<file path="src/rtl/idxclk_pkg.sv">
package idxclk_pkg;
  localparam logic [6:0] LOC_SEC  = 7'h00;
  localparam logic [6:0] LOC_MIN  = 7'h02;
  localparam logic [6:0] LOC_HOUR = 7'h04;
  localparam logic [6:0] LOC_DAY  = 7'h07;
  localparam logic [6:0] LOC_MON  = 7'h08;
  localparam logic [6:0] LOC_YEAR = 7'h09;
  localparam logic [6:0] LOC_CA   = 7'h0A;
  localparam logic [6:0] LOC_CB   = 7'h0B;
  localparam logic [6:0] LOC_CC   = 7'h0C;
  localparam logic [6:0] LOC_CD   = 7'h0D;

  localparam int B_INHIBIT = 7;
  localparam int B_BINARY  = 2;
  localparam int B_H24     = 1;

  typedef struct packed {
    logic [7:0] sec;
    logic [7:0] min;
    logic [7:0] hour;
    logic [7:0] day;
    logic [7:0] mon;
    logic [7:0] year;
  } tod_t;

  typedef enum logic [2:0] {F_SEC, F_MIN, F_HOUR, F_DAY, F_MON, F_YEAR} fld_e;

  function automatic logic [7:0] to_bcd(input logic [7:0] x);
    logic [7:0] t, o;
    t = x / 8'd10;
    o = x % 8'd10;
    return {t[3:0], o[3:0]};
  endfunction

  function automatic logic [7:0] from_bcd(input logic [7:0] v);
    return {4'b0, v[7:4]} * 8'd10 + {4'b0, v[3:0]};
  endfunction

  function automatic logic [7:0] enc(input logic [7:0] x, input logic bin);
    return bin ? x : to_bcd(x);
  endfunction

  function automatic logic [7:0] dec(input logic [7:0] v, input logic bin);
    return bin ? v : from_bcd(v);
  endfunction

  function automatic logic [7:0] enc_hour(input logic [7:0] h, input logic bin, input logic h24);
    logic [7:0] h12, e;
    if (h24) return enc(h, bin);
    h12 = (h == 8'd0) ? 8'd12 : ((h > 8'd12) ? h - 8'd12 : h);
    e = enc(h12, bin);
    return {(h >= 8'd12), e[6:0]};
  endfunction

  function automatic logic [7:0] dec_hour(input logic [7:0] v, input logic bin, input logic h24);
    logic [7:0] h;
    if (h24) return dec(v, bin);
    h = dec({1'b0, v[6:0]}, bin);
    if (h == 8'd12) return v[7] ? 8'd12 : 8'd0;
    return v[7] ? h + 8'd12 : h;
  endfunction

  function automatic logic [7:0] month_days(input logic [7:0] mon, input logic [7:0] year);
    case (mon)
      8'd2: return (year[1:0] == 2'b00) ? 8'd29 : 8'd28;
      8'd4, 8'd6, 8'd9, 8'd11: return 8'd30;
      default: return 8'd31;
    endcase
  endfunction
endpackage

</file>
<file path="src/rtl/idxclk_port_dec.sv">
module idxclk_port_dec #(
  parameter int NUM_BANKS = 2,
  parameter int BANK_LOCS = 128,
  parameter int PORT_W    = 3
) (
  input  logic                         clk,
  input  logic                         rst_n,
  input  logic                         acc,
  input  logic                         wr,
  input  logic [PORT_W-1:0]            port,
  input  logic [7:0]                   wdata,
  output logic                         in_range,
  output logic                         is_data,
  output logic [PORT_W-2:0]            bank,
  output logic [$clog2(BANK_LOCS)-1:0] cur_idx
);
  localparam int IDX_W = $clog2(BANK_LOCS);

  logic [NUM_BANKS-1:0][IDX_W-1:0] idx_q;

  assign in_range = (int'(port) < 2 * NUM_BANKS);
  assign is_data  = port[0];
  assign bank     = port[PORT_W-1:1];

  for (genvar b = 0; b < NUM_BANKS; b++) begin : g_bank
    always_ff @(posedge clk or negedge rst_n) begin
      if (!rst_n) idx_q[b] <= '0;
      else if (acc && wr && in_range && !is_data && int'(bank) == b)
        idx_q[b] <= wdata[IDX_W-1:0];
    end
  end

  always_comb begin
    cur_idx = '0;
    for (int b = 0; b < NUM_BANKS; b++)
      if (int'(bank) == b) cur_idx = idx_q[b];
  end

  assert_index_hold_R2: assert property (@(posedge clk) disable iff (!rst_n)
    !(acc && wr && !is_data) |=> $stable(idx_q));
endmodule

</file>
<file path="src/rtl/idxclk_timekeeper.sv">
module idxclk_timekeeper
  import idxclk_pkg::*;
#(
  parameter int UIP_LEAD = 8,
  parameter int UIP_TAIL = 2
) (
  input  logic       clk,
  input  logic       rst_n,
  input  logic       tick,
  input  logic       inhibit,
  input  logic       wr_en,
  input  fld_e       wr_fld,
  input  logic [7:0] wr_val,
  output tod_t       tod,
  output logic       uip,
  output logic       commit
);
  localparam int MAXW  = (UIP_LEAD > UIP_TAIL) ? UIP_LEAD : UIP_TAIL;
  localparam int CNT_W = $clog2(MAXW + 1);

  typedef enum logic [1:0] {S_IDLE, S_LEAD, S_TAIL} st_e;
  st_e              st_q;
  logic [CNT_W-1:0] cnt_q;
  tod_t             tod_q, nxt;

  assign commit = (st_q == S_LEAD) && (cnt_q == '0);
  assign uip    = (st_q != S_IDLE);
  assign tod    = tod_q;

  always_comb begin
    nxt = tod_q;
    if (tod_q.sec >= 8'd59) begin
      nxt.sec = 8'd0;
      if (tod_q.min >= 8'd59) begin
        nxt.min = 8'd0;
        if (tod_q.hour >= 8'd23) begin
          nxt.hour = 8'd0;
          if (tod_q.day >= month_days(tod_q.mon, tod_q.year)) begin
            nxt.day = 8'd1;
            if (tod_q.mon >= 8'd12) begin
              nxt.mon  = 8'd1;
              nxt.year = (tod_q.year >= 8'd99) ? 8'd0 : tod_q.year + 8'd1;
            end else nxt.mon = tod_q.mon + 8'd1;
          end else nxt.day = tod_q.day + 8'd1;
        end else nxt.hour = tod_q.hour + 8'd1;
      end else nxt.min = tod_q.min + 8'd1;
    end else nxt.sec = tod_q.sec + 8'd1;
  end

  always_ff @(posedge clk or negedge rst_n) begin
    if (!rst_n) begin
      st_q  <= S_IDLE;
      cnt_q <= '0;
    end else begin
      case (st_q)
        S_IDLE: if (tick && !inhibit) begin
          st_q  <= S_LEAD;
          cnt_q <= CNT_W'(UIP_LEAD - 1);
        end
        S_LEAD: if (cnt_q == '0) begin
          st_q  <= S_TAIL;
          cnt_q <= CNT_W'(UIP_TAIL - 1);
        end else cnt_q <= cnt_q - 1'b1;
        default: if (cnt_q == '0) st_q <= S_IDLE;
                 else cnt_q <= cnt_q - 1'b1;
      endcase
    end
  end

  always_ff @(posedge clk or negedge rst_n) begin
    if (!rst_n) begin
      tod_q <= '{sec: 8'd0, min: 8'd0, hour: 8'd0, day: 8'd1, mon: 8'd1, year: 8'd0};
    end else if (wr_en) begin
      case (wr_fld)
        F_SEC:   tod_q.sec  <= wr_val;
        F_MIN:   tod_q.min  <= wr_val;
        F_HOUR:  tod_q.hour <= wr_val;
        F_DAY:   tod_q.day  <= wr_val;
        F_MON:   tod_q.mon  <= wr_val;
        default: tod_q.year <= wr_val;
      endcase
    end else if (commit && !inhibit) begin
      tod_q <= nxt;
    end
  end

  assert_quiet_outside_window_R6: assert property (@(posedge clk) disable iff (!rst_n)
    (!uip && !wr_en) |=> $stable(tod_q));
  assert_commit_in_window_R6: assert property (@(posedge clk) disable iff (!rst_n)
    commit |-> $past(uip));
  assert_inhibit_freeze_R9: assert property (@(posedge clk) disable iff (!rst_n)
    (inhibit && !wr_en) |=> $stable(tod_q));
endmodule

</file>
<file path="src/rtl/idxclk_nvram.sv">
module idxclk_nvram #(
  parameter int DEPTH = 256
) (
  input  logic                     clk,
  input  logic                     we,
  input  logic [$clog2(DEPTH)-1:0] addr,
  input  logic [7:0]               wdata,
  output logic [7:0]               rdata
);
  logic [7:0] mem [DEPTH];

  always_ff @(posedge clk) begin
    if (we) mem[addr] <= wdata;
  end

  assign rdata = mem[addr];
endmodule

</file>
<file path="src/rtl/idxclk_top.sv">
module idxclk_top
  import idxclk_pkg::*;
#(
  parameter int NUM_BANKS = 2,
  parameter int BANK_LOCS = 128,
  parameter int PORT_W    = 3,
  parameter int UIP_LEAD  = 8,
  parameter int UIP_TAIL  = 2
) (
  input  logic              clk,
  input  logic              rst_n,
  input  logic              sec_tick,
  input  logic              bus_req_valid,
  output logic              bus_req_ready,
  input  logic              bus_req_write,
  input  logic [PORT_W-1:0] bus_req_port,
  input  logic [7:0]        bus_req_wdata,
  output logic              rsp_valid,
  output logic [7:0]        rsp_data
);
  localparam int IDX_W  = $clog2(BANK_LOCS);
  localparam int DEPTH  = NUM_BANKS * BANK_LOCS;
  localparam int ADDR_W = $clog2(DEPTH);

  logic              acc, in_range, is_data, data_wr, bank0, clk_loc, tim_loc;
  logic [PORT_W-2:0] bank;
  logic [IDX_W-1:0]  cur_idx;
  logic [6:0]        loc;
  logic [6:0]        a_low_q;
  logic [7:0]        b_q, ram_rd, rd_mux, tk_val;
  logic [ADDR_W-1:0] ram_addr;
  logic              uip, commit, tk_we;
  fld_e              tk_fld;
  tod_t              tod;
  logic              bin, h24;

  assign acc = bus_req_valid && bus_req_ready;
  assign bus_req_ready = !commit;
  assign bin = b_q[B_BINARY];
  assign h24 = b_q[B_H24];

  idxclk_port_dec #(.NUM_BANKS(NUM_BANKS), .BANK_LOCS(BANK_LOCS), .PORT_W(PORT_W)) u_dec (
    .clk(clk), .rst_n(rst_n), .acc(acc), .wr(bus_req_write), .port(bus_req_port),
    .wdata(bus_req_wdata), .in_range(in_range), .is_data(is_data), .bank(bank),
    .cur_idx(cur_idx)
  );

  assign loc     = 7'(cur_idx);
  assign bank0   = (bank == '0);
  assign data_wr = acc && bus_req_write && in_range && is_data;

  always_comb begin
    tim_loc = 1'b1;
    tk_fld  = F_SEC;
    case (loc)
      LOC_SEC:  tk_fld = F_SEC;
      LOC_MIN:  tk_fld = F_MIN;
      LOC_HOUR: tk_fld = F_HOUR;
      LOC_DAY:  tk_fld = F_DAY;
      LOC_MON:  tk_fld = F_MON;
      LOC_YEAR: tk_fld = F_YEAR;
      default:  tim_loc = 1'b0;
    endcase
    tim_loc = tim_loc && bank0;
    clk_loc = tim_loc || (bank0 && loc >= LOC_CA && loc <= LOC_CD);
  end

  assign tk_we  = data_wr && tim_loc;
  assign tk_val = (tk_fld == F_HOUR) ? dec_hour(bus_req_wdata, bin, h24)
                                     : dec(bus_req_wdata, bin);

  idxclk_timekeeper #(.UIP_LEAD(UIP_LEAD), .UIP_TAIL(UIP_TAIL)) u_tk (
    .clk(clk), .rst_n(rst_n), .tick(sec_tick), .inhibit(b_q[B_INHIBIT]),
    .wr_en(tk_we), .wr_fld(tk_fld), .wr_val(tk_val), .tod(tod), .uip(uip), .commit(commit)
  );

  assign ram_addr = ADDR_W'(int'(bank) * BANK_LOCS + int'(cur_idx));

  idxclk_nvram #(.DEPTH(DEPTH)) u_ram (
    .clk(clk), .we(data_wr && !clk_loc), .addr(ram_addr), .wdata(bus_req_wdata),
    .rdata(ram_rd)
  );

  always_ff @(posedge clk or negedge rst_n) begin
    if (!rst_n) begin
      a_low_q <= '0;
      b_q     <= 8'h02;
    end else if (data_wr && bank0) begin
      if (loc == LOC_CA) a_low_q <= bus_req_wdata[6:0];
      if (loc == LOC_CB) b_q     <= bus_req_wdata;
    end
  end

  always_comb begin
    if (!in_range)     rd_mux = 8'hFF;
    else if (!is_data) rd_mux = {1'b0, loc};
    else if (!clk_loc) rd_mux = ram_rd;
    else begin
      case (loc)
        LOC_SEC:  rd_mux = enc(tod.sec, bin);
        LOC_MIN:  rd_mux = enc(tod.min, bin);
        LOC_HOUR: rd_mux = enc_hour(tod.hour, bin, h24);
        LOC_DAY:  rd_mux = enc(tod.day, bin);
        LOC_MON:  rd_mux = enc(tod.mon, bin);
        LOC_YEAR: rd_mux = enc(tod.year, bin);
        LOC_CA:   rd_mux = {uip, a_low_q};
        LOC_CB:   rd_mux = b_q;
        LOC_CC:   rd_mux = 8'h00;
        default:  rd_mux = 8'h80;
      endcase
    end
  end

  always_ff @(posedge clk or negedge rst_n) begin
    if (!rst_n) begin
      rsp_valid <= 1'b0;
      rsp_data  <= '0;
    end else begin
      rsp_valid <= acc && !bus_req_write;
      if (acc && !bus_req_write) rsp_data <= rd_mux;
    end
  end

  assert_rsp_follows_read_R1: assert property (@(posedge clk) disable iff (!rst_n)
    (bus_req_valid && bus_req_ready && !bus_req_write) |=> rsp_valid);
  assert_no_spurious_rsp_R1: assert property (@(posedge clk) disable iff (!rst_n)
    (!bus_req_valid || bus_req_write) |=> !rsp_valid);
  assert_single_stall_R10: assert property (@(posedge clk) disable iff (!rst_n)
    !bus_req_ready |=> bus_req_ready);
endmodule

</file>
<file path="config.mk">
export PLATFORM = sky130hd
export DESIGN_NAME = idxclk_top
export DESIGN_NICKNAME = d
export VERILOG_FILES = /design/src/rtl/idxclk_pkg.sv /design/src/rtl/idxclk_port_dec.sv /design/src/rtl/idxclk_timekeeper.sv /design/src/rtl/idxclk_nvram.sv /design/src/rtl/idxclk_top.sv
export SDC_FILE = /design/constraint.sdc
export NUM_CORES = 2
export LEC_CHECK = 0
export BUFFER_PORTS_ARGS = -buffer_cell sky130_fd_sc_hd__buf_4
export CORE_MARGIN = 1.5
export CORE_UTILIZATION = 30
export CTS_CLUSTER_DIAMETER = 50
export DETAILED_ROUTE_END_ITERATION = 7
export PLACE_DENSITY = 0.53
export SYNTH_ARGS = -nofsm -noshare
export SYNTH_HDL_FRONTEND = slang
export SYNTH_HIERARCHICAL = 1
export SYNTH_SLANG_ARGS = --single-unit
</file>
<file path="constraint.sdc">
create_clock -name clk -period 12.1 [get_ports clk]
set_clock_uncertainty 0.05 [all_clocks]
set_input_delay 2.42 -clock clk [delete_from_list [all_inputs] [get_ports clk]]
set_output_delay 2.42 -clock clk [all_outputs]
set_load 0.01 [all_outputs]
</file>
==> flow_metrics.env <==
export IMPL_core_area_sq_um=294000
export IMPL_crit_chain="buf_4 > mux2i_1 > nor2_4 > buf_4 > buf_4 > mux4_2 > a22oi_1 > a21oi_1 > o41ai_1 > buf_4 > nand4_1 > a21oi_1 > and3b_1 > or3b_2 > nor4_1 > o221ai_1 > o21ai_0 > o31ai_1"
export IMPL_syn_area_sq_um=88900
export IMPL_synth_edf_count=2048
export IMPL_viasPerCell=5.26
export IMPL_syn_area_per_cell_sq_um=18.0
export IMPL_start_kind="input port"
export IMPL_p_total_w=0.0174
export IMPL_hold_path_class="reg2reg"
export IMPL_postCtsResizedCells=0
export IMPL_max_cap_violations=0
export IMPL_postCtsSetupBuffers=0
export IMPL_synth_nets=4990
export IMPL_grt_overflow=0
export IMPL_hold_violations=0
export IMPL_tightestPinTransition_ns=1.28
export IMPL_pwr_density_cell_nw_per_um2=171
export IMPL_htreeDepth=4
export IMPL_outcome="finished clean"
export IMPL_synth_cells=4936
export IMPL_slew_viol_final=0
export IMPL_slew_headroom_pct=12.7
export IMPL_rsz0062_at_grt="false"
export IMPL_root_buffer="clkbuf_16"
export IMPL_crit_required_ns=12.73
export IMPL_totalWireLength_mm=236
export IMPL_finalSetupViolCount=0
export IMPL_fp_dieArea_sq_um=300000
export IMPL_synth_largest_area_cell="edfxtp_1"
export IMPL_met1_length_mm=103
export IMPL_ys_types=103
export IMPL_slowest_stage="buf_4"
export IMPL_syn2layout_area_growth_pct=14.0
export IMPL_synth_flop_cell="edfxtp_1"
export IMPL_synthArstFlopShare_pct=4.30
export IMPL_remaining_drc_errors=0
export IMPL_gp_congestion=0.825
export IMPL_worstSetupEndpointType="flop"
export IMPL_r2r_start="u_dec/idx_q[7]"
export IMPL_synth_area_leaders="edfxtp_1 69%, mux4_2 13%, dfrtp_1 2.5%, a22oi_1 2.3%, nor2_1 1.5%"
export IMPL_ir_drop_v=0.000158
export IMPL_first_pass_iters=7
export IMPL_highest_layer="met5"
export IMPL_antenna_found_initial=7
export IMPL_io_buffers=25
export IMPL_tritoncts="yes"
export IMPL_hold_start="u_dec/idx_q[5]"
export IMPL_fin_crit_ns=8.21
export IMPL_critPathMaxFanout=39
export IMPL_synth_seq_cells=2140
export IMPL_wl_per_cell_um=25.9
export IMPL_cp_top_family="compound AO/OA/AOI/OAI gates"
export IMPL_drtIter0Drc=4974
export IMPL_worst_r2r_cell_count=17
export IMPL_yosysMostFrequentCell="edfxtp_1"
export IMPL_cts_buffer_depth=3
export IMPL_leakagePower_nw=30.5
export IMPL_clk_pin_slew_ns=0.06
export IMPL_holdBufCountCts=0
export IMPL_dr_wl_met3_mm=16.1
export IMPL_ff2ff_setup_slack_ns=5.42
export IMPL_drive_gt1_share_pct=21.5
export IMPL_grt_max_degree=162
export IMPL_r2r_end="rsp_data[2]"
export IMPL_seq_area_frac_synth_pct=71.8
export IMPL_cpMostUsedCell="buf_4"
export IMPL_holdPathStages=1
export IMPL_floorplan_initialDensity_pct=30.2
export IMPL_die_height_um=547
export IMPL_route_met2_wl_mm=112
export IMPL_placed_area_sq_um=93900
export IMPL_grt_pass1_vias=48000
export IMPL_grt_first_pass_wirelength_mm=343
export IMPL_ant_nets=0
export IMPL_yosysWarnings=6
export IMPL_fin_crit_sh_pct=67.8
export IMPL_grt_usage_pct=15.5
export IMPL_setup_tns_ns=0
export IMPL_hold_path_end="u_dec/idx_q[5]"
export IMPL_cts_sinks=2140
export IMPL_critPathKind="in2reg"
export IMPL_nets=5071
export IMPL_worst_ep_arrival_time_ns=8.84
export IMPL_synth_top_area_share_pct=69.2
export IMPL_slowest_delay_ns=0.78
export IMPL_io_pins=26
export IMPL_worstSetupStartpoint="bus_req_port[1]"
export IMPL_post_route_cell_area_sq_um=101000
export IMPL_numCtsBuffers=226
export IMPL_fmax_ghz=0.122
export IMPL_vias=48000
export IMPL_cp_buffers_inverters=4
export IMPL_n_antenna_cell=0
export IMPL_die_w_um=547
export IMPL_insertion_delay_ns=0.89
export IMPL_dp_hpwl_mm=145
export IMPL_synth_top_cells_by_count="2048 x edfxtp_1, 512 x mux4_2, 360 x nor2_1, 269 x a22oi_1, 214 x a21oi_1"
export IMPL_rows=199
## worst max-delay path by stage
stage / end / slack [ns] / cells after the start
3_3_place_gp: rsp_data[2] / 3.07 / 18
2_1_floorplan: rsp_data[2] / 6.02 / 18
6_report: rsp_data[2] / 3.89 / 18
4_1_cts: rsp_data[2] / 3.99 / 18
5_1_grt: rsp_data[2] / 3.51 / 18
3_5_place_dp: rsp_data[2] / 3.14 / 18
## layout make-up
cell class                 count  area, sq um
clock buffer                 272         5850
clock inverter               147         1550
fill                       27700       193000
inverter                      59          221
multi-input combinational   2418        23500
sequential                  2140        63800
tap                         3919         4900
timing repair buffer         172         1480
## through the flow
step	std cells	setup WS [ns]	utilization (%)	hold WS (ns)
6_report	9127	3.89	34.4	0.454
3_5_place_dp	8708	3.14	31.9	0.441
2_1_floorplan	4936	6.02	-	0.418
3_3_place_gp	8708	3.07	31.9	0.438
5_1_grt	9127	3.51	34.4	0.460
4_1_cts	9127	3.99	34.4	0.456
## power by group
part / total [W] / internal [W] / switching, W / leakage, nW
registers: 0.00823 / 0.00816 / 0.0000694 / 19.6
clock network: 0.00685 / 0.00390 / 0.00295 / 3.58
logic: 0.00230 / 0.000882 / 0.00141 / 7.38
## routing by layer
| metal | vias to the layer above | global-route usage, % |
|---|---|---|
| li1 | 20500 | - |
| met1 | 25600 | 21.7 |
| met2 | 1599 | 24.8 |
| met3 | 296 | 3.02 |
| met4 | 2 | 3.71 |
| met5 | - | 0 |
## flip-flops by register name (all words and copies together) (netlist names)
name	cells
a_low_q	7
b_q	8
rsp_data	8
rsp_valid	1
u_dec/idx_q	14
u_ram/mem	2048
u_tk/cnt_q	4
u_tk/st_q	2
u_tk/tod	48
## cell families (layout without fill, tap and decap cells)
kind of cell | Yosys count | in the layout | synth area share, %
flops | 2140 | 2140 | 71.8
compound gates | 898 | 898 | 6.81
simple gates | 852 | 852 | 4.64
mux | 585 | 585 | 13.9
buf+inv | 378 | 650 | 1.91
fa+ha+maj | 44 | 44 | 0.621
xor+xnor | 39 | 39 | 0.384
## cell usage in the layout (no fill, tap or decap), types with 32 or more instances in the layout
cell	count
nand2_1	141
nor3_1	62
nor2_1	355
a21oi_1	214
nor2b_1	36
nand2b_1	32
buf_4	154
a22oi_1	269
mux4_2	512
nand3_1	45
mux2_2	42
clkbuf_16	227
inv_1	58
clkinv_2	39
o41ai_1	32
edfxtp_1	2048
clkbuf_1	45
o21ai_0	145
dfrtp_1	88
ha_1	36
clkinv_1	51
Note: power is estimated with default switching activity, not from simulation.
